===== config.mk =====
export PLATFORM = sky130hd
export DESIGN_NAME = window_irq_persist
export DESIGN_NICKNAME = d
export VERILOG_FILES = /design/src/rtl/win_irq_pkg.sv /design/src/rtl/window_cmp.sv /design/src/rtl/persist_ctr.sv /design/src/rtl/irq_latch.sv /design/src/rtl/window_irq_persist.sv
export SDC_FILE = /design/constraint.sdc
export NUM_CORES = 1
export LEC_CHECK = 0
export BUFFER_PORTS_ARGS = -buffer_cell sky130_fd_sc_hd__buf_2
export CORE_AREA = 10 10 91 69
export CTS_BUF_LIST = sky130_fd_sc_hd__clkbuf_8
export DETAILED_ROUTE_END_ITERATION = 8
export DIE_AREA = 0 0 101 79
export PLACE_DENSITY = 0.58
export SYNTH_ARGS = -nofsm -noshare
export SYNTH_HDL_FRONTEND = slang
export SYNTH_SLANG_ARGS = --single-unit

===== constraint.sdc =====
create_clock -name clk -period 5.11 [get_ports clk]
set_input_delay 1.022 -clock clk [delete_from_list [all_inputs] [get_ports clk]]
set_output_delay 1.022 -clock clk [all_outputs]
set_load 0.05 [all_outputs]

===== src/rtl/win_irq_pkg.sv =====
package win_irq_pkg;

   // Required run length for a persistence code.
   // Codes up to lin_codes map linearly; later codes step by step_sz.
   function automatic int unsigned run_len(int unsigned code,
                                           int unsigned lin_codes,
                                           int unsigned step_sz);
      if (code <= lin_codes) return code;
      return (code - lin_codes) * step_sz;
   endfunction

endpackage


===== src/rtl/window_cmp.sv =====
module window_cmp #(
   parameter int DATA_W = 16
) (
   input  logic [DATA_W-1:0] value,
   input  logic [DATA_W-1:0] lo,
   input  logic [DATA_W-1:0] hi,
   output logic              outside
);
   logic below, above;

   // Strict, unsigned comparisons: equality counts as inside.
   always_comb begin
      below   = value < lo;
      above   = value > hi;
      outside = below | above;
   end
endmodule


===== src/rtl/persist_ctr.sv =====
module persist_ctr #(
   parameter int CODE_W    = 4,
   parameter int LIN_CODES = 3,
   parameter int STEP_SZ   = 5
) (
   input  logic              clk,
   input  logic              rst_n,
   input  logic              res_vld,
   input  logic              outside,
   input  logic              clr,
   input  logic [CODE_W-1:0] code,
   output logic              fire
);
   import win_irq_pkg::*;

   localparam int NCODES  = 2 ** CODE_W;
   localparam int MAX_RUN = run_len(NCODES - 1, LIN_CODES, STEP_SZ);
   localparam int CNT_W   = $clog2(MAX_RUN + 1);

   initial begin
      param_chk : assert (LIN_CODES < NCODES && STEP_SZ > 0 && CODE_W > 0)
         else $error("persist_ctr: bad parameters");
   end

   logic [CNT_W-1:0] run_q;
   logic [CNT_W-1:0] target;
   logic [CNT_W:0]   run_inc;
   logic [CNT_W-1:0] run_sat;
   logic             code_zero;

   // Target lookup, built from the package function per code.
   logic [CNT_W-1:0] tgt_tab [NCODES];
   for (genvar g = 0; g < NCODES; g++) begin : g_tab
      assign tgt_tab[g] = CNT_W'(run_len(g, LIN_CODES, STEP_SZ));
   end

   always_comb begin
      target    = tgt_tab[code];
      code_zero = (code == '0);
      run_inc   = {1'b0, run_q} + 1'b1;
      // Clamp to the target so the counter never wraps.
      run_sat   = (run_inc >= {1'b0, target}) ? target : run_inc[CNT_W-1:0];
      fire      = res_vld & ~clr &
                  (code_zero | (outside & (run_inc >= {1'b0, target})));
   end

   always_ff @(posedge clk or negedge rst_n) begin
      if (!rst_n)                    run_q <= '0;
      else if (clr)                  run_q <= '0;
      else if (res_vld && !outside)  run_q <= '0;
      else if (res_vld)              run_q <= run_sat;
   end


   run_bound_chk : assert property (@(posedge clk) disable iff (!rst_n)
      run_q <= CNT_W'(MAX_RUN));


   inside_reset_chk : assert property (@(posedge clk) disable iff (!rst_n)
      (res_vld && !outside && !clr) |=> (run_q == '0));


   clr_restart_chk : assert property (@(posedge clk) disable iff (!rst_n)
      clr |=> (run_q == '0));


   idle_hold_chk : assert property (@(posedge clk) disable iff (!rst_n)
      (!res_vld && !clr) |=> $stable(run_q));
endmodule


===== src/rtl/irq_latch.sv =====
module irq_latch (
   input  logic clk,
   input  logic rst_n,
   input  logic set,
   input  logic clr,
   input  logic en,
   output logic status,
   output logic irq_n
);
   logic flag_q;

   always_ff @(posedge clk or negedge rst_n) begin
      if (!rst_n)    flag_q <= 1'b0;
      else if (clr)  flag_q <= 1'b0;
      else if (set)  flag_q <= 1'b1;
   end

   always_comb begin
      status = flag_q;
      irq_n  = ~(flag_q & en);
   end


   clr_drops_chk : assert property (@(posedge clk) disable iff (!rst_n)
      clr |=> !status);


   sticky_chk : assert property (@(posedge clk) disable iff (!rst_n)
      (status && !clr) |=> status);
endmodule


===== src/rtl/window_irq_persist.sv =====
module window_irq_persist #(
   parameter int DATA_W    = 16,
   parameter int CODE_W    = 4,
   parameter int LIN_CODES = 3,
   parameter int STEP_SZ   = 5
) (
   input  logic              clk,
   input  logic              rst_n,
   input  logic              res_vld,
   input  logic [DATA_W-1:0] res_cnt,
   input  logic [DATA_W-1:0] lim_lo,
   input  logic [DATA_W-1:0] lim_hi,
   input  logic [CODE_W-1:0] pers_code,
   input  logic              irq_en,
   input  logic              irq_clr,
   output logic              irq_status,
   output logic              irq_n
);
   logic outside;
   logic fire;

   window_cmp #(.DATA_W(DATA_W)) cmp_i (
      .value  (res_cnt),
      .lo     (lim_lo),
      .hi     (lim_hi),
      .outside(outside)
   );

   persist_ctr #(
      .CODE_W   (CODE_W),
      .LIN_CODES(LIN_CODES),
      .STEP_SZ  (STEP_SZ)
   ) ctr_i (
      .clk    (clk),
      .rst_n  (rst_n),
      .res_vld(res_vld),
      .outside(outside),
      .clr    (irq_clr),
      .code   (pers_code),
      .fire   (fire)
   );

   irq_latch lat_i (
      .clk   (clk),
      .rst_n (rst_n),
      .set   (fire),
      .clr   (irq_clr),
      .en    (irq_en),
      .status(irq_status),
      .irq_n (irq_n)
   );


   rise_needs_vld_chk : assert property (@(posedge clk) disable iff (!rst_n)
      $rose(irq_status) |-> $past(res_vld));


   masked_line_chk : assert property (@(posedge clk) disable iff (!rst_n)
      !irq_en |-> irq_n);


   code0_fires_chk : assert property (@(posedge clk) disable iff (!rst_n)
      (res_vld && !irq_clr && pers_code == '0) |=> irq_status);
endmodule


Word-level counts from Yosys, hierarchy flattened
Memory sizes are Yosys's and may differ from the RTL's.
Index checks and enable logic that the tools add are counted.
{ "totals": {"mem_count": 1, "register_bits": 7, "word_cells": 30, "output_inout_bits": 2, "in_bits": 57, "romBits": 96} }
{ "mem_list": {"columns": ["name", "words", "word_bits", "rd", "rd_clocked_by_memory_dff", "write_ports", "line_no", "rtl"], "rows": [
  ["(no name shown)", 16, 6, 1, 0, 0, "persist_ctr.sv:38", "target = tgt_tab[code];"]
]} }
{ "op_classes": {"order_cmp": 4, "add_sub_neg": 1, "mux": 8, "n_bitwise": 9, "reduce_logical": 5} }
{ "ops": {"columns": ["op", "n"], "rows": [
  ["$mux W6", 6],
  ["$gt A16 B16 Y1", 1],
  ["$lt A16 B16 Y1", 1],
  ["$add A6 B1 Y7 const B", 1],
  ["$ge A7 B6 Y1", 1],
  ["$ge A5 B5 Y1 const B", 1],
  ["$not A4 Y5", 1],
  ["$and A1 B1 Y1", 4],
  ["$logic_not A4 Y1", 1],
  ["$reduce_bool A3 Y1", 1],
  ["$mux W1", 2],
  ["$not A1 Y1", 2],
  ["$or A1 B1 Y1", 2],
  ["$reduce_bool A2 Y1", 1],
  ["$logic_and A1 B1 Y1", 1],
  ["$logic_not A1 Y1", 1]
]} }

Depth between registers and ports, before layout
Gate-level depths: netlist of run 1.
{ "depth": {"depth_word": 10, "mapped_depth": 12, "depth_no_buf": 12} }

Hierarchy
Synthesis of run 1 repeated with hierarchy kept, for this count alone.
{ "hier_totals": {"cells_unflattened": 201, "area_unflattened_um2": 1574.0} }
{ "by_module_without_submodules": {"columns": ["mod", "seq_area_each_um2", "instances", "cells_per_inst", "area_per_inst_um2"], "rows": [
  ["window_cmp", 0.0, 1, 109, 784.5],
  ["persist_ctr", 150.1, 1, 89, 750.7],
  ["irq_latch", 25.0, 1, 3, 38.8]
]} }

Worst setup path after synthesis of run 1
Ideal clock, no wire load.
{ "synth_timing": {"path_type": "input to register", "from": "input pers_code[3]", "to": "register ctr_i.run_q[1]", "setup_ns": 0.101, "path_stages": 10, "setup_slack_ns": 1.813, "t_arrival_ns": 3.196, "n_path_buf": 1, "required_ns": 5.009, "cell_sequence": "clkbuf_1 nor2_1 xnor2_1 ha_1 nand2b_1 a211oi_1 o21bai_1 a31oi_2 mux2_2 o32ai_1"} }
{ "synth_between": {"elab_chain_len": 9} }
{ "synth_lines": {"columns": ["element", "line_no", "rtl"], "rows": [
  ["start: declaration", "window_irq_persist.sv:13", "input logic [CODE_W-1:0] pers_code,"],
  ["$not A4 Y5 (not written as such) (*)", "persist_ctr.sv:38", null],
  ["$mem_v2 Z16 W6 (*)", null, null],
  ["$mux W6 (not written as such) (*) (2 in series)", "persist_ctr.sv:38", null],
  ["$ge A7 B6 Y1", "persist_ctr.sv:42", "run_sat = (run_inc >= {1'b0, target}) ? target : run_inc[CNT_W-1:0];"],
  ["$mux W6 (*)", "persist_ctr.sv:42", null],
  ["$mux W6 (*)", "persist_ctr.sv:51", "else if (res_vld) run_q <= run_sat;"],
  ["$mux W6 (*)", "persist_ctr.sv:50", "else if (res_vld && !outside) run_q <= '0;"],
  ["$mux W6 (*)", "persist_ctr.sv:49", "else if (clr) run_q <= '0;"],
  ["end signal: assignment", "persist_ctr.sv:51", null],
  ["end: declaration", "persist_ctr.sv:25", "logic [CNT_W-1:0] run_q;"]
]} }
Every way passes the cells marked *; elsewhere a longest branch is shown, timed or not. The select of a mux whose other input is x is not followed.
A chain may end at the register's enable or synchronous reset.

Worst setup path in the final report of run 1
{ "layout_timing": {"from": "input pers_code[0]", "to": "register ctr_i.run_q[1]"} }
Same word-level chain as after synthesis.

==> results.yml, run 1 <==
route:
  detailroute.via_count: 1440
  detail_route.wirelength_um: 3900
  drt.antenna.violating_nets: 0
  drt_first_pass_iters: 4
  drt-vias-per-instance: 4.65
  post-route-drc-count: 0
  drt_iter0_markers: 42
  detail_route.wl_per_cell_um: 12.6
logic_synthesis:
  synth_warn: 0
  async_flop_share_pct: 100
  synth-seq-cells: 7
  post_synth.cell_area_avg_um2: 7.95
  syn_area_mm2: 0.00153
  synth_sequential_area_ratio_pct: 11.4
  mappedNetlistNets: 294
  synth_edf_count: 0
  ys_dominant_reg_cell: "dfrtp_1"
  synth.distinct_cells: 33
  postSynthCellCount: 193
global_route:
  initial_antenna_violation_count: 0
  grt.met2_usage_pct: 13.7
  global_route.overflow_total: 0
  wire_length_of_the_first_global_routing_pass_um: 6940
  grt_most_used_layer: "met1"
  met3_usage_pct: 3.29
  grt_start_max_net_pins: 9
  grt.met1_usage_pct: 15.0
  gr-usage-all-layers_pct: 9.98
  first_global_vias: 1511
floorplan:
  floorplan.initialDensity_pct: 33.4
  die_area_mm2: 0.00798
  die_y_um: 79
  fp-row-count: 21
  core-area_mm2: 0.00460
  die_w_um: 101
  count_of_boundary_i_o_pins: 59
cells_and_area:
  final_cell_mix: "buf_2, ha_1, inv_1, nand2_1, a21oi_1"
  final_util_pct: 42.0
  drive_above_1_share_pct: 25.7
  antenna-diode-count: 0
  design.final.nets: 355
  syn_to_final_growth_pct: 26.0
  fillCellCount: 486
  final_common_cell: "buf_2"
setup_path:
  cp_slowest_cell: "a31oi_2"
  arrival_ns: 3.48
  timing.critical_path.required_ns: 5.23
  critical_path.startpoint: "pers_code[0]"
  worst_path_largest_cell_delay_ns: 0.46
  critical_path_type: "input pin to register"
  timing.critical_path.cells: "buf_2 -> inv_1 -> ha_1 -> xor2_1 -> nand2_1 -> o21ai_0 -> inv_1 -> ha_1 -> o21ai_0 -> o21bai_1 -> a31oi_2 -> mux2_2 -> o32ai_1"
  worst_setup_path_end_kind: "register"
  crit_path_max_fanout: 7
  startpoint_type: "input pin"
  worstPathBufferInverterCount: 3
  critical-path-top-delay-family: "compound AO/OA/AOI/OAI gates"
  reg2reg_from: "ctr_i.run_q[0]"
power_and_ir_drop:
  powerDensity_mw_per_mm2: 142
  vdd_drop_max_v: 0.000129
  leakagePower_nw: 1.14
timing:
  final-max-slew-violation-count: 0
  setup-tns-final_ns: 0
  final.min_clock_period_ns: 3.35
  clock_skews_ns: 0.00138
  setup_repair_after_global_routing_missed_its_margin: "no"
  worst_slew_pin_slew_ns: 0.498
  hold_viol_final: 0
  setup_violations: 0
  timing.slew.headroom_pct: 66.7
  final_min_period_over_clock_period_pct: 65.6
  max_clock_freq_mhz: 298
cts:
  cts_resized: 0
  clock_sink_count: 7
  clock_tree_from_tritoncts: "built"
  clock_tree.htree_level_count: 1
  cts-root-buf: "clkbuf_8"
  cts.path.max_buffers: 2
  worstSkewPairLatency_ns: 0.22
  clkSlewWorstSetupHoldPaths_ns: 0.04
  cts_inserted_buffers: 3
  ctsHoldBuffers: 0
  cts_setup_buffers: 0
status:
  status: "finished clean"
min_path:
  min_path_type: "register to register"
  min_from: "ctr_i.run_q[4]"
placement:
  hpwl_um: 3520
  final_weighted_congestion_of_routability_driven_global_placement: 0.786
  buffer_ports.inserted: 58
run:
  maxCapViolations: 0
-- final cells by class --
cell class                      instances  area [um2]  area share [%]
Multi-Input combinational cell        143        1200            61.9
Sequential cell                         7         175            9.06
Clock buffer                            3        41.3            2.14
Timing Repair Buffer                   58         290            15.0
Inverter                               41         154            7.96
Tap cell                               57        71.3            3.69
Clock inverter                          1        3.75           0.194
-- flip-flops by register name, indices dropped and copies added, names as in the netlist --
| register | cells |
|---|---|
| ctr_i.run_q | 6 |
| lat_i.status | 1 |
-- worst reg2reg max path, stage by stage, from the launching register on --
cell	delay, ns
dfrtp_1	0.44
ha_1	0.29
nand3_1	0.11
xor2_1	0.18
inv_1	0.07
ha_1	0.19
a21oi_1	0.11
o21ai_0	0.12
a31oi_2	0.44
mux2_2	0.39
o32ai_1	0.22
-- cells by family after synthesis --
kind of cell,count (synthesis),share of synthesized area [%]
adder cells (fa/ha/maj),44,35.9
XOR/XNOR,6,3.43
AND/OR/NAND/NOR,44,14.1
AO/OA/AOI/OAI,41,19.3
buffers and inverters,43,10.5
multiplexers,8,5.38
flip-flops,7,11.4
-- routing by layer --
metal | vias to the layer above | wire (um) | part of all wire, %
met5 | - | 0 | 0
met4 | 0 | 5 | 0.13
met3 | 2 | 308 | 7.9
met2 | 40 | 1410 | 36
met1 | 603 | 2180 | 56
li1 | 795 | - | -
-- cells in the mapped netlist, drive strengths merged, types with 4 or more instances --
| cell type | count | area, um2 |
|---|---|---|
| nand2b | 10 | 62.6 |
| ha | 44 | 551 |
| nor2 | 7 | 26.3 |
| nand3 | 6 | 30.0 |
| dfrtp | 7 | 175 |
| xor2 | 4 | 35.0 |
| a21oi | 11 | 55.1 |
| o21ai | 4 | 20.0 |
| inv | 41 | 154 |
| o32ai | 7 | 61.3 |
| mux2i | 6 | 60.1 |
| nand2 | 14 | 52.6 |
-- report_power, final --
part	switching (mW)	internal, mW	leakage [nW]	total, mW
logic	0.0703	0.0645	1.01	0.135
registers	0.00439	0.0591	0.0963	0.0635
clock network	0.0233	0.0519	0.0269	0.0752
-- final timing paths --
kind / cells after the start / endpoint / slack, ns
max: 13 / ctr_i.run_q[1] / 1.76
min: 2 / ctr_i.run_q[4] / 0.58
max reg2reg: 10 / ctr_i.run_q[1] / 2.45
min reg2reg: 2 / ctr_i.run_q[4] / 0.58
max in group asynchronous: 1 / ctr_i.run_q[3] / 4.33
min in group asynchronous: 1 / lat_i.status / 0.62
-- metrics by stage --
step	area (um2)	std cells	hold WS, ns	setup slack [ns]	power [mW]
5_1_grt	1930	310	0.617	1.49	0.305
6_report	1930	310	0.585	1.76	0.274
4_1_cts	1930	310	0.590	1.73	0.277
3_3_place_gp	1890	306	0.579	1.58	0.199
2_1_floorplan	1530	193	0.558	1.81	0.152
3_5_place_dp	1890	306	0.565	1.51	0.200
Note: power is estimated with default switching activity, not from simulation.
==> run 2: changes to the inputs <==
--- a/config.mk
+++ b/config.mk
@@ -5,12 +5,13 @@
 export SDC_FILE = /design/constraint.sdc
 export NUM_CORES = 1
 export LEC_CHECK = 0
+export ABC_AREA = 1
 export BUFFER_PORTS_ARGS = -buffer_cell sky130_fd_sc_hd__buf_2
-export CORE_AREA = 10 10 91 69
+export CORE_AREA = 10 10 93 71
 export CTS_BUF_LIST = sky130_fd_sc_hd__clkbuf_8
 export DETAILED_ROUTE_END_ITERATION = 8
-export DIE_AREA = 0 0 101 79
-export PLACE_DENSITY = 0.58
+export DIE_AREA = 0 0 103 81
+export PLACE_DENSITY = 0.59
 export SYNTH_ARGS = -nofsm -noshare
 export SYNTH_HDL_FRONTEND = slang
 export SYNTH_SLANG_ARGS = --single-unit
==> constraint.sdc (replaced) <==
create_clock -name clk -period 2.8 [get_ports clk]
set_input_delay 0.56 -clock clk [delete_from_list [all_inputs] [get_ports clk]]
set_output_delay 0.56 -clock clk [all_outputs]
set_load 0.05 [all_outputs]
==> results.yml, run 2 <==
floorplan:
  core-area_mm2: 0.00495
  die_w_um: 103
  die_y_um: 81
  floorplan.initialDensity_pct: 32.9
  die_area_mm2: 0.00834
  count_of_boundary_i_o_pins: 59
  fp-row-count: 22
logic_synthesis:
  synth.cells.most_frequent: "nand2_1, inv_1, ha_1"
  synth_sequential_area_ratio_pct: 10.8
  async_flop_share_pct: 100
  synth.most_common_cell: "nand2_1"
  yosysTopAreaCellShare_pct: 33.8
  synth_edf_count: 0
  largest_family_of_logic_cells_by_synthesized_area: "adder cells"
  post_synth.cell_area_avg_um2: 6.36
  post_synth_and_or_nand_nor_area_fraction_pct: 30.1
  synthMuxAreaShare_pct: 0
  synth_area_leaders: "ha_1, nand2_1, inv_1, dfrtp_1, a21oi_1"
  syn_area_mm2: 0.00163
  synth.distinct_cells: 21
  synth_fa_ha_area_share_pct: 33.8
  mappedNetlistNets: 357
  compound_gate_fraction_of_synth_area_pct: 8.07
  ys_dominant_reg_cell: "dfrtp_1"
  netlist.top_cell.by_area: "ha_1"
  synth-seq-cells: 7
  synth_xor_area_share_pct: 3.15
  postSynthCellCount: 256
  synth_warn: 0
cts:
  clkSlewWorstSetupHoldPaths_ns: 0.04
  cts_setup_buffers: 0
  cts.path.max_buffers: 2
  worstSkewPairLatency_ns: 0.23
  ctsHoldBuffers: 0
  cts_inserted_buffers: 3
  clock_sink_count: 7
  clock_tree_from_tritoncts: "built"
  clock_tree.htree_level_count: 1
  cts_resized: 0
  cts-root-buf: "clkbuf_8"
setup_path:
  path_common_cell: "nand2_1"
  reg2reg_slack_ns: 0.64
  critical_path_type: "input pin to register"
  critical_path.startpoint: "pers_code[0]"
  critical-path-top-delay-family: "simple AND/OR/NAND/NOR gates"
  worst_setup_path_end_kind: "register"
  r2r-end: "ctr_i.run_q[4]"
  startpoint_type: "input pin"
  timing.critical_path.required_ns: 2.92
  worst_path_largest_cell_delay_ns: 0.29
  arrival_ns: 2.51
  r2r_cells: 15
  worstPathBufferInverterCount: 4
  reg2reg_from: "ctr_i.run_q[0]"
  timing.critical_path.cells: "buf_2 -> inv_1 -> ha_1 -> or2_1 -> a21oi_1 -> inv_1 -> ha_1 -> nand2_1 -> inv_1 -> nand2_1 -> nand3_1 -> nand2_2 -> nand2_4 -> nand2_1 -> nand2_1 -> nand3_1 -> nand2_1"
  cp_slowest_cell: "ha_1"
  crit_path_max_fanout: 7
cells_and_area:
  layoutNonFillerInstCount: 378
  antenna-diode-count: 0
  final_cell_mix: "nand2_1, inv_1, buf_2, ha_1"
  syn_to_final_growth_pct: 25.2
  largest_register_ff_count: 6
  design.final.nets: 420
  finish.instance_area_mm2: 0.00204
  drive_above_1_share_pct: 22.0
  fillCellCount: 521
  final_common_cell: "nand2_1"
  regMostFlops: "ctr_i.run_q"
placement:
  hpwl_um: 3800
  final_weighted_congestion_of_routability_driven_global_placement: 0.850
  placed_cells: 374
  post_dp_cell_area_mm2: 0.00199
  buffer_ports.inserted: 58
  pre_cts_slack_ns: 0.173
global_route:
  initial_antenna_violation_count: 0
  first_global_vias: 1660
  wire_length_of_the_first_global_routing_pass_um: 7310
  gr-usage-all-layers_pct: 10.6
  grt_start_max_net_pins: 9
  global_route.overflow_total: 0
route:
  detail_route.wl_per_cell_um: 11.2
  drt_first_pass_iters: 4
  detailroute.via_count: 1654
  drt-vias-per-instance: 4.38
  drt.antenna.violating_nets: 0
  post-route-drc-count: 0
  detail_route.wirelength_um: 4220
  drt_iter0_markers: 85
run:
  maxCapViolations: 0
power_and_ir_drop:
  vdd_drop_max_v: 0.000102
  leakagePower_nw: 1.35
  powerDensity_mw_per_mm2: 247
timing:
  max_clock_freq_mhz: 418
  setup_violations: 0
  hold_viol_final: 0
  final_min_period_over_clock_period_pct: 85.4
  setup-tns-final_ns: 0
  final.min_clock_period_ns: 2.39
  timing.slew.headroom_pct: 62.2
  final-max-slew-violation-count: 0
  clock_skews_ns: 0.00248
  setup_repair_after_global_routing_missed_its_margin: "no"
  worst_slew_pin_slew_ns: 0.565
  worst_setup_slack_final_ns: 0.408
min_path:
  min_path_type: "input pin to async pin"
status:
  status: "finished clean"
## run 2: cell count changes in the layout (fill, tap and decap cells not counted), sizes merged, moves of 6 or more
cell,previous run,this run
a21oi,11,18
inv,42,62
mux2i,6,0
nand2,14,74
nand2b,10,0
nand3,6,19
nor2,7,15
o32ai,7,0
## run 2: logic make-up (layout without fill, tap and decap cells)
logic type,after synthesis,after routing
XOR/XNOR,5,5
buffers and inverters,61,123
adder cells (fa/ha/maj),44,44
AO/OA/AOI/OAI,25,25
flip-flops,7,7
AND/OR/NAND/NOR,114,114
## run 2: worst max-delay path by stage
stage,endpoint,slack (ns),cells past startpoint
floorplan,ctr_i.run_q[5],0.53,16
CTS,ctr_i.run_q[0],0.41,17
finish,ctr_i.run_q[4],0.41,17
global placement,ctr_i.run_q[1],0.21,17
detailed placement,ctr_i.run_q[0],0.17,17
global route,ctr_i.run_q[4],0.19,17
## run 2: power by group
group	switching (mW)	total [mW]	leakage, nW	internal [mW]
Sequential	0.00637	0.114	0.0964	0.107
Clock	0.0473	0.142	0.0269	0.0951
Combinational	0.143	0.249	1.23	0.106
## run 2: area by class of cell
class,count,area [um2],share of cell area (%)
Sequential cell,7,175,8.59
Inverter,61,229,11.2
Timing Repair Buffer,58,290,14.2
Clock inverter,1,3.75,0.184
Tap cell,60,75.1,3.68
Clock buffer,3,41.3,2.03
Multi-Input combinational cell,188,1220,60.0
## run 2: routing by layer
metal | wire length (um) | part of all wire [%] | track usage (%)
met3 | 314 | 7.4 | 4.16
met2 | 1660 | 39 | 15.5
met1 | 2230 | 53 | 14.8
met4 | 13 | 0.31 | 1.25
met5 | 0 | 0 | 0
## run 2: metrics by stage
step           power (mW)  util, %  hold slack (ns)
6_report            0.504     41.1            0.159
5_1_grt             0.565     41.1            0.163
4_1_cts             0.510     41.1            0.164
3_5_place_dp        0.364     40.2            0.408
3_3_place_gp        0.362     40.2            0.410
2_1_floorplan       0.275        -            0.264
